--- src/rtl/vsg_pkg.sv ---
// Shared types and helpers for the embedded-sync video generator.
// Assumes a 16-bit output word with timing codes on the upper byte.
package vsg_pkg;

    localparam logic [15:0] BLANK_WORD = 16'h1080;
    localparam int          CODE_WORDS = 4;

    typedef enum logic [1:0] {
        SEG_EAV  = 2'd0,
        SEG_HBLK = 2'd1,
        SEG_SAV  = 2'd2,
        SEG_ACT  = 2'd3
    } seg_t;

    // Build the fourth timing-code byte with its protection bits.
    function automatic logic [7:0] trs_xy(input logic f, input logic v, input logic h);
        return {1'b1, f, v, h, v ^ h, f ^ h, f ^ v, f ^ v ^ h};
    endfunction

endpackage

--- src/rtl/vsg_timing.sv ---
// Horizontal word counter, frame line counter and per-frame configuration shadow.
// Assumes line_words > hblank >= 8 and frame_lines >= 1. Segment and F/V
// flags are decoded from the counters for the current word.
module vsg_timing
    import vsg_pkg::*;
#(
    parameter int H_W = 12,
    parameter int V_W = 11
) (
    input  logic           clk,
    input  logic           rst_n,
    input  logic [H_W-1:0] cfg_line_words,
    input  logic [H_W-1:0] cfg_hblank_words,
    input  logic [V_W-1:0] cfg_frame_lines,
    input  logic [V_W-1:0] cfg_field2_line,
    input  logic [V_W-1:0] cfg_act1_first,
    input  logic [V_W-1:0] cfg_act1_end,
    input  logic [V_W-1:0] cfg_act2_first,
    input  logic [V_W-1:0] cfg_act2_end,
    output seg_t           seg,
    output logic [1:0]     sub,
    output logic           f_bit,
    output logic           v_bit
);

    localparam logic [H_W-1:0] CODE_LEN = H_W'(CODE_WORDS);
    localparam logic [H_W-1:0] H_ONE    = H_W'(1);
    localparam logic [V_W-1:0] V_ONE    = V_W'(1);

    logic [H_W-1:0] h_cnt;
    logic [V_W-1:0] ln_cnt;
    logic [H_W-1:0] lw_q, hb_q;
    logic [V_W-1:0] fl_q, f2_q, a1f_q, a1e_q, a2f_q, a2e_q;
    logic           end_line, end_frame, load_cfg;
    logic [H_W-1:0] sav_start, sav_off;

    assign end_line  = (h_cnt == lw_q - H_ONE);
    assign end_frame = end_line && (ln_cnt == fl_q - V_ONE);
    assign load_cfg  = !rst_n || end_frame;

    // Capture the configuration only at reset or at a frame boundary.
    always_ff @(posedge clk) begin
        if (load_cfg) begin
            lw_q  <= cfg_line_words;
            hb_q  <= cfg_hblank_words;
            fl_q  <= cfg_frame_lines;
            f2_q  <= cfg_field2_line;
            a1f_q <= cfg_act1_first;
            a1e_q <= cfg_act1_end;
            a2f_q <= cfg_act2_first;
            a2e_q <= cfg_act2_end;
        end
    end

    // Advance the word counter and step the line counter at each line end.
    always_ff @(posedge clk) begin
        if (!rst_n) begin
            h_cnt  <= '0;
            ln_cnt <= '0;
        end else if (end_line) begin
            h_cnt  <= '0;
            ln_cnt <= end_frame ? '0 : ln_cnt + V_ONE;
        end else begin
            h_cnt <= h_cnt + H_ONE;
        end
    end

    assign sav_start = hb_q - CODE_LEN;
    assign sav_off   = h_cnt - sav_start;

    // Decode which part of the line the current word belongs to.
    always_comb begin
        if (h_cnt < CODE_LEN) begin
            seg = SEG_EAV;
            sub = h_cnt[1:0];
        end else if (h_cnt < sav_start) begin
            seg = SEG_HBLK;
            sub = 2'd0;
        end else if (h_cnt < hb_q) begin
            seg = SEG_SAV;
            sub = sav_off[1:0];
        end else begin
            seg = SEG_ACT;
            sub = 2'd0;
        end
    end

    // Field and vertical-blanking flags from the line number.
    always_comb begin
        f_bit = (ln_cnt >= f2_q);
        v_bit = !(((ln_cnt >= a1f_q) && (ln_cnt < a1e_q)) ||
                  ((ln_cnt >= a2f_q) && (ln_cnt < a2e_q)));
    end

    p_h_bound_r11: assert property (@(posedge clk) disable iff (!rst_n)
        h_cnt < lw_q);
    p_line_step_r11: assert property (@(posedge clk) disable iff (!rst_n)
        (ln_cnt != $past(ln_cnt)) |-> (h_cnt == '0));
    p_cfg_frame_r10: assert property (@(posedge clk) disable iff (!rst_n)
        ((lw_q != $past(lw_q)) || (hb_q != $past(hb_q))) |-> (h_cnt == '0 && ln_cnt == '0));
    p_fv_at_eav_r9: assert property (@(posedge clk) disable iff (!rst_n)
        ((f_bit != $past(f_bit)) || (v_bit != $past(v_bit))) |-> (seg == SEG_EAV && sub == 2'd0));

endmodule

--- src/rtl/vsg_trs.sv ---
// Combinational timing-code word builder. Code bytes sit on the upper byte
// of the word and the lower byte is zero. Assumes sub counts 0..3 in a code.
module vsg_trs
    import vsg_pkg::*;
(
    input  seg_t        seg,
    input  logic [1:0]  sub,
    input  logic        f_bit,
    input  logic        v_bit,
    output logic [15:0] code_word
);

    logic [7:0] code_byte;
    logic       h_bit;

    assign h_bit = (seg == SEG_EAV);

    // Pick the code byte for the current position in the four-word code.
    always_comb begin
        case (sub)
            2'd0:    code_byte = 8'hFF;
            2'd3:    code_byte = trs_xy(f_bit, v_bit, h_bit);
            default: code_byte = 8'h00;
        endcase
    end

    assign code_word = {code_byte, 8'h00};

endmodule

--- src/rtl/vsg_out.sv ---
// Output register, pixel handshake and underrun substitution.
// Assumes seg/v_bit describe the current word. The output lags by one clock.
module vsg_out
    import vsg_pkg::*;
(
    input  logic        clk,
    input  logic        rst_n,
    input  seg_t        seg,
    input  logic [1:0]  sub,
    input  logic        v_bit,
    input  logic [15:0] code_word,
    input  logic        pix_valid,
    input  logic [15:0] pix_data,
    output logic        pix_ready,
    output logic [15:0] vid_data,
    output logic        underrun
);

    logic active_word;

    assign active_word = (seg == SEG_ACT) && !v_bit;
    assign pix_ready   = active_word;

    // Register the output word and flag any missing pixel.
    always_ff @(posedge clk) begin
        if (!rst_n) begin
            vid_data <= BLANK_WORD;
            underrun <= 1'b0;
        end else begin
            underrun <= active_word && !pix_valid;
            unique case (seg)
                SEG_EAV, SEG_SAV: vid_data <= code_word;
                SEG_HBLK:         vid_data <= BLANK_WORD;
                default:          vid_data <= (active_word && pix_valid) ? pix_data : BLANK_WORD;
            endcase
        end
    end

    p_pass_r6: assert property (@(posedge clk) disable iff (!rst_n)
        (pix_ready && pix_valid) |=> (vid_data == $past(pix_data) && !underrun));
    p_underrun_blank_r7: assert property (@(posedge clk) disable iff (!rst_n)
        underrun |-> (vid_data == BLANK_WORD));
    p_code_low_zero_r2: assert property (@(posedge clk) disable iff (!rst_n)
        (seg == SEG_EAV || seg == SEG_SAV) |=> (vid_data[7:0] == 8'h00));
    p_xy_marker_r4: assert property (@(posedge clk) disable iff (!rst_n)
        (seg == SEG_EAV && sub == 2'd3) |=> (vid_data[15] && vid_data[12]));

endmodule

--- src/rtl/vsg_bt1120_gen.sv ---
// Top level of the embedded-sync 16-bit interlaced video generator.
// Assumes configuration inputs are consistent; they are captured per frame.
module vsg_bt1120_gen
    import vsg_pkg::*;
#(
    parameter int H_W = 12,
    parameter int V_W = 11
) (
    input  logic           clk,
    input  logic           rst_n,
    input  logic [H_W-1:0] cfg_line_words,
    input  logic [H_W-1:0] cfg_hblank_words,
    input  logic [V_W-1:0] cfg_frame_lines,
    input  logic [V_W-1:0] cfg_field2_line,
    input  logic [V_W-1:0] cfg_act1_first,
    input  logic [V_W-1:0] cfg_act1_end,
    input  logic [V_W-1:0] cfg_act2_first,
    input  logic [V_W-1:0] cfg_act2_end,
    input  logic           pix_valid,
    input  logic [15:0]    pix_data,
    output logic           pix_ready,
    output logic [15:0]    vid_data,
    output logic           underrun
);

    seg_t        seg;
    logic [1:0]  sub;
    logic        f_bit, v_bit;
    logic [15:0] code_word;

    vsg_timing #(.H_W(H_W), .V_W(V_W)) u_timing (
        .clk              (clk),
        .rst_n            (rst_n),
        .cfg_line_words   (cfg_line_words),
        .cfg_hblank_words (cfg_hblank_words),
        .cfg_frame_lines  (cfg_frame_lines),
        .cfg_field2_line  (cfg_field2_line),
        .cfg_act1_first   (cfg_act1_first),
        .cfg_act1_end     (cfg_act1_end),
        .cfg_act2_first   (cfg_act2_first),
        .cfg_act2_end     (cfg_act2_end),
        .seg              (seg),
        .sub              (sub),
        .f_bit            (f_bit),
        .v_bit            (v_bit)
    );

    vsg_trs u_trs (
        .seg       (seg),
        .sub       (sub),
        .f_bit     (f_bit),
        .v_bit     (v_bit),
        .code_word (code_word)
    );

    vsg_out u_out (
        .clk       (clk),
        .rst_n     (rst_n),
        .seg       (seg),
        .sub       (sub),
        .v_bit     (v_bit),
        .code_word (code_word),
        .pix_valid (pix_valid),
        .pix_data  (pix_data),
        .pix_ready (pix_ready),
        .vid_data  (vid_data),
        .underrun  (underrun)
    );

endmodule

--- config.mk ---
export PLATFORM = sky130hd
export DESIGN_NAME = vsg_bt1120_gen
export DESIGN_NICKNAME = d
export VERILOG_FILES = /design/src/rtl/vsg_pkg.sv /design/src/rtl/vsg_timing.sv /design/src/rtl/vsg_trs.sv /design/src/rtl/vsg_out.sv /design/src/rtl/vsg_bt1120_gen.sv
export SDC_FILE = /design/constraint.sdc
export NUM_CORES = 1
export LEC_CHECK = 0
export CAP_MARGIN = 20
export CORE_MARGIN = 2
export CORE_UTILIZATION = 58
export CTS_CLUSTER_DIAMETER = 150
export DETAILED_ROUTE_END_ITERATION = 7
export GPL_TIMING_DRIVEN = 0
export MAX_ROUTING_LAYER = met4
export PLACE_DENSITY = 0.83
export SLEW_MARGIN = 0
export SYNTH_ARGS = -nofsm -noshare
export SYNTH_HDL_FRONTEND = slang
export SYNTH_HIERARCHICAL = 1
export SYNTH_SLANG_ARGS = --single-unit
--- constraint.sdc ---
create_clock -name clk -period 10.05 [get_ports clk]
set_input_delay 1.5075 -clock clk [delete_from_list [all_inputs] [get_ports clk]]
set_output_delay 1.5075 -clock clk [all_outputs]
set_load 0.02 [all_outputs]
Word-level counts from Yosys, hierarchy flattened
Index checks and enable logic that the tools add are counted.
{"block": "totals", "wordCells": 62, "reg_bits": 130, "in_bits": 109, "output_inout_bits": 18}
{"block": "classes", "eq_ne": 6, "order_cmp": 8, "muxes": 10, "reduce_logical": 15, "bitwise": 5, "add_sub_neg": 6}
{"op": ">= comparator 11 bit", "n": 3}
{"op": "case mux 16 bit (2 select lines)", "n": 1}
{"op": "< comparator 12 bit", "n": 2}
{"op": "< comparator 11 bit", "n": 2}
{"op": "2-to-1 mux 16 bit", "n": 1}
{"op": "case mux 8 bit (2 select lines)", "n": 1}
{"op": "adder 12 x 1 -> 12 bit (second input constant)", "n": 1}
{"op": "== test 12 bit", "n": 1}
{"op": "< comparator 12 x 3 -> 1 bit (second input constant)", "n": 1}
{"op": "subtractor 12 x 1 -> 12 bit (second input constant)", "n": 1}
{"op": "subtractor 12 x 3 -> 12 bit (second input constant)", "n": 1}
{"op": "adder 11 x 1 -> 11 bit (second input constant)", "n": 1}
{"op": "== test 11 bit", "n": 1}
{"op": "2-to-1 mux 11 bit", "n": 1}
{"op": "subtractor 11 x 1 -> 11 bit (second input constant)", "n": 1}
{"op": "2-to-1 mux 2 bit", "n": 5}
{"op": "== test 2 bit (second input constant)", "n": 3}
{"op": "logical AND 1 bit", "n": 6}
{"op": "logical NOT 2 bit", "n": 2}
{"op": "OR reduction 2 bit", "n": 2}
{"op": "bitwise XOR 1 bit", "n": 4}
{"op": "logical NOT 1 bit", "n": 3}
{"op": "== test 2 x 1 -> 1 bit (second input constant)", "n": 1}
{"op": "logical OR 1 bit", "n": 2}
{"op": "other kinds (3)", "n": 3}

Depth between registers and ports, before layout
{"block": "depth", "word_depth": 9, "mapped_depth": 19, "mapped_depth_nobuf": 18}

Hierarchy
Netlist, hierarchy kept.
{"mod": "vsg_timing", "seq_area_each_um2": 3163.0, "area_each_um2": 6418.7, "cells_each": 570, "n_inst": 1}
{"mod": "vsg_out", "seq_area_each_um2": 340.3, "area_each_um2": 639.4, "cells_each": 59, "n_inst": 1}
{"mod": "vsg_trs", "seq_area_each_um2": 0.0, "area_each_um2": 247.7, "cells_each": 40, "n_inst": 1}

Least setup slack after synthesis
Ideal clock, no wire load.
{"block": "synth_path", "kind": "register -> output", "start": "reg u_timing.hb_q[4]", "end": "out pix_ready", "arrival_ps": 2912, "n_path_buf": 1, "required_time_ps": 8543, "path_stages_with_launch": 15, "slack_ps": 5631, "path_cell_list": "edfxtp_1 inv_1 nand3_1 nor2_1 nand4_1 nor3_1 xnor2_1 ha_1 o211ai_1 o21a_1 a2111oi_0 nor2_1 nand3b_4 buf_2 inv_1"}
{"block": "synth_between", "elab_chain_len": 6, "word_cells_on_any_way": 8, "cone_classes": "add/sub (1); order compare (2); eq/ne (1); mux (3); reduce/logical (1)"}
{"item": "from (decl)", "line_no": "vsg_timing.sv:32", "source": "logic [H_W-1:0] lw_q, hb_q;"}
{"item": "from (signal assigned)", "line_no": "vsg_timing.sv:45", "source": "hb_q <= cfg_hblank_words;"}
{"item": "subtractor 12 x 3 -> 12 bit or < comparator 12 bit (tied branches)", "line_no": "vsg_timing.sv:68, vsg_timing.sv:79"}
{"item": "< comparator 12 bit or 2-to-1 mux 1 bit (tied branches)", "line_no": "vsg_timing.sv:76, vsg_timing.sv:79"}
{"item": "2-to-1 mux 2 bit *", "line_no": "vsg_timing.sv:76", "source": "end else if (h_cnt < sav_start) begin"}
{"item": "2-to-1 mux 2 bit *", "line_no": "vsg_timing.sv:73", "source": "if (h_cnt < CODE_LEN) begin"}
{"item": "named net seg[0]", "line_no": "vsg_bt1120_gen.sv:26", "source": "seg_t seg;"}
{"item": "== test 2 bit *", "line_no": "vsg_out.sv:21", "source": "assign active_word = (seg == SEG_ACT) && !v_bit;"}
{"item": "logical AND 1 bit *", "line_no": "vsg_out.sv:21"}
{"item": "to (decl)", "line_no": "vsg_bt1120_gen.sv:21", "source": "output logic pix_ready,"}
Mark *: on every way through the listed nets, which the timed path passes. The rest lies on a longest branch.

Final worst setup path
{"block": "layout_path", "start": "reg u_timing.hb_q[2]", "end": "out pix_ready"}
Same word-level chain as after synthesis.

==> metrics.txt <==
CP arrival 4.54 ns; largest area contributor in the netlist edfxtp_1; Area Overhead vs Synth 27.86%; Critical Path End Type output port; most common cell in the synthesized netlist edfxtp_1; critical path type register to output port; status complete, no violations; Synth Register Bits 130; crit start category register; top cells by area, synth edfxtp_1 (37%), ha_1 (14%), dfxtp_1 (11%); initial core utilization 60.07%; final worst path period share 60.17%; grt ovf 0; CP Max Fanout 10; Setup TNS 0 ns; Switching Share 23.95%; Final setup violation count 0; CTS Root Cell clkbuf_16; Syn Area/Cell 10.92 sq um; Post-synth EDFFs 90; CTS buffer count 17; drt first pass iters 5; share of layout cells above drive strength 1 6.843%; Die ar. 0.01351 sq mm; Setup Skew 0.009481 ns; CP Cell Sequence inv_1 > ha_1 > nand2_1 > xnor2_1 > ha_1 > a21o_1 > a2111oi_0 > o21a_1 > a2111oi_0 > nor2_1 > nand3b_4 > buf_2 > inv_1 > clkdlybuf4s50_1; Vias 5545; Hold Vio Cnt, Final 0; core area 0.01216 sq mm; drt drc 0; Mapped Area 0.007306 sq mm; Slew @ Worst Pin 0.9719 ns; Final ANT Viol Nets 0; GRT Util Overall 25.66%; die height 116.2 um; first-pass GRT wire length 26070 um; Synth Instances 669; wire per inst 15.74 um; sequential share of power 47.0%; final instance area 0.009341 sq mm; Slew Viols, Final 0; Switching Power 0.0003154 W; leak pwr 3.965 nW; DR vias/cell 5.539; maximum clock frequency 165.4 MHz; top-area cell type share of the netlist area 36.99%; CTS resizes 0; 1st-iter DRT viols 425; CTS clk-pin slew, worst paths 0.05 ns; Peak VDD IR 0.0001337 V; Synth cell types 58; RSZ-0062 raised after global routing no; pin count of the biggest net entering global routing 83; initial antenna violation count 0; Post-synth top flop edfxtp_1; Cell Int Power 0.001001 W; HP Class register to register; Slew HR 34.61%; Cell Pwr Density 141.0 mW/mm^2; GP Congestion 0.9147; Async SR Flop Fraction 0%; CTS Buffer Depth 2; worst skew pair latency 0.43 ns; time the worst path needs with I/O delays and setup 6.047 ns; CTS Sinks 130; CTS tree built; post-CTS repair timing setup buffer count 0; Ys Warns 6; Logic pwr share 12.0%; top cells by count, synth edfxtp_1 (90), ha_1 (82), inv_1 (82); Total Wirelength 15750 um; CTS H-tree lvls 4; vias in the first global route 5788; die width 116.2 um; row cnt 40; CTS Hold Buffers Added 0; clock share of power 41.0%; sequential area share after synthesis 47.95%; Post-DP HPWL 11710 um; # diodes 0; Critical Path RT 8.54 ns; Final #Nets 1013; IO Port Bufs 125; max_cap viols 0; I/O Pins 127; CP max-delay cell clkdlybuf4s50_1; CP max stage delay 0.60 ns; area post-placement 0.008823 sq mm
## path summary, 6_finish.rpt
kind,from,end,slack (ns),cells past startpoint
setup / recovery,u_timing/hb_q[2]$_DFFE_PP_,pix_ready,4.00,14
setup reg to reg,u_timing/hb_q[4]$_DFFE_PP_,u_out/vid_data[8]$_SDFF_PN0_,5.87,18
hold reg to reg,u_timing/h_cnt[0]$_SDFF_PP0_,u_timing/h_cnt[0]$_SDFF_PP0_,0.56,1
hold / removal,u_timing/h_cnt[0]$_SDFF_PP0_,u_timing/h_cnt[0]$_SDFF_PP0_,0.56,1
## per-stage QoR
step / utilization (%) / power (W) / setup WS [ns] / hold WS, ns / instances
after floorplan: - / 0.0007076 / 5.631 / 0.4810 / 676
after global placement: 72.30 / 0.0007786 / 4.634 / 0.5329 / 969
after detailed placement: 72.55 / 0.0007862 / 4.558 / 0.5538 / 970
after CTS: 76.81 / 0.001327 / 4.082 / 0.5670 / 1001
after global routing: 76.81 / 0.001369 / 3.768 / 0.5879 / 1001
final: 76.81 / 0.001317 / 4.003 / 0.5629 / 1001
## cells by family after synthesis
logic type / count (synthesis) / synth area share (%)
AOI/OAI and AO/OA: 139 / 13.41
xor gates and xnor gates: 48 / 5.754
adders and majority gates: 83 / 14.32
buffers and inverters: 105 / 6.097
DFF: 130 / 47.95
muxes: 2 / 0.2740
other: 1 / 0.05133
and+or+nand+nor: 161 / 12.14
## cell type report
| cell class | instances | area [sq um] |
|---|---|---|
| Buffer | 23 | 140.1 |
| Clock buffer | 17 | 425.4 |
| Clock inverter | 14 | 92.59 |
| Fill cell | 799 | 2820 |
| Inverter | 82 | 307.8 |
| Multi-Input combinational cell | 441 | 3383 |
| Sequential cell | 130 | 3503 |
| Tap cell | 168 | 210.2 |
| Timing Repair Buffer | 126 | 1279 |
## cells in the final DEF (no fill, tap or decap), types with 4 or more instances in the layout
| cell type | n |
|---|---|
| xor2_1 | 18 |
| ha_1 | 82 |
| a2111oi_0 | 4 |
| a21boi_0 | 4 |
| xnor2_1 | 30 |
| nor2b_1 | 5 |
| buf_2 | 6 |
| o21ai_0 | 20 |
| dfxtp_1 | 40 |
| o2bb2ai_1 | 14 |
| nand3_1 | 30 |
| o31ai_1 | 6 |
| clkbuf_1 | 4 |
| o21a_1 | 15 |
| a21oi_1 | 24 |
| or3_1 | 6 |
| o2111ai_1 | 4 |
| and3_1 | 8 |
| nor3_1 | 12 |
| clkbuf_16 | 17 |
| conb_1 | 8 |
| nand2b_1 | 6 |
| nand4_1 | 7 |
| o211ai_1 | 8 |
| buf_4 | 12 |
| clkdlybuf4s50_1 | 125 |
| nand2_1 | 16 |
| inv_1 | 82 |
| clkinvlp_4 | 4 |
| a21o_1 | 15 |
| nor2_1 | 43 |
| clkinv_2 | 4 |
| or4_1 | 6 |
| edfxtp_1 | 90 |
| a31oi_1 | 7 |
## metal layers
metal / routed length [um] / vias to the layer above / GRT usage, %
met1: 6506 / 2617 / 28.32
met2: 8103 / 148 / 43.72
li1: - / 2739 / -
met3: 701 / 41 / 6.435
met4: 440 / 0 / 11.83
met5: 0 / - / -
## sequential cells by signal, summed over array words and instances, names as in the netlist
signal           count
u_out/vid_data      16
u_timing/h_cnt      12
u_timing/hb_q       12
u_timing/lw_q       12
u_timing/a1e_q      11
u_timing/a1f_q      11
u_timing/a2e_q      11
u_timing/a2f_q      11
u_timing/f2_q       11
u_timing/fl_q       11
u_timing/ln_cnt     11
u_out/underrun       1
## critical path, delay by kind of cell, from the launching register on
| kind | cells | cell delay (ns) |
|---|---|---|
| AO/OA/AOI/OAI | 4 | 1.11 |
| buffers and inverters | 4 | 1.05 |
| AND/OR/NAND/NOR | 3 | 0.81 |
| adder cells (fa/ha/maj) | 2 | 0.55 |
| flip-flops | 1 | 0.47 |
| XOR/XNOR | 1 | 0.13 |
## power by group through the flow
| stage | Clock (W) | Sequential, W | Combinational, W |
|---|---|---|---|
| CTS | 0.000550 | 0.000619 | 0.000158 |
| detailed placement | 0 | 0.000630 | 0.000156 |
| global route | 0.000574 | 0.000622 | 0.000173 |
| global placement | 0 | 0.000630 | 0.000149 |
| floorplan | 0 | 0.000635 | 0.0000728 |
| finish | 0.000540 | 0.000619 | 0.000157 |
Note: power is estimated with default switching activity, not from simulation.
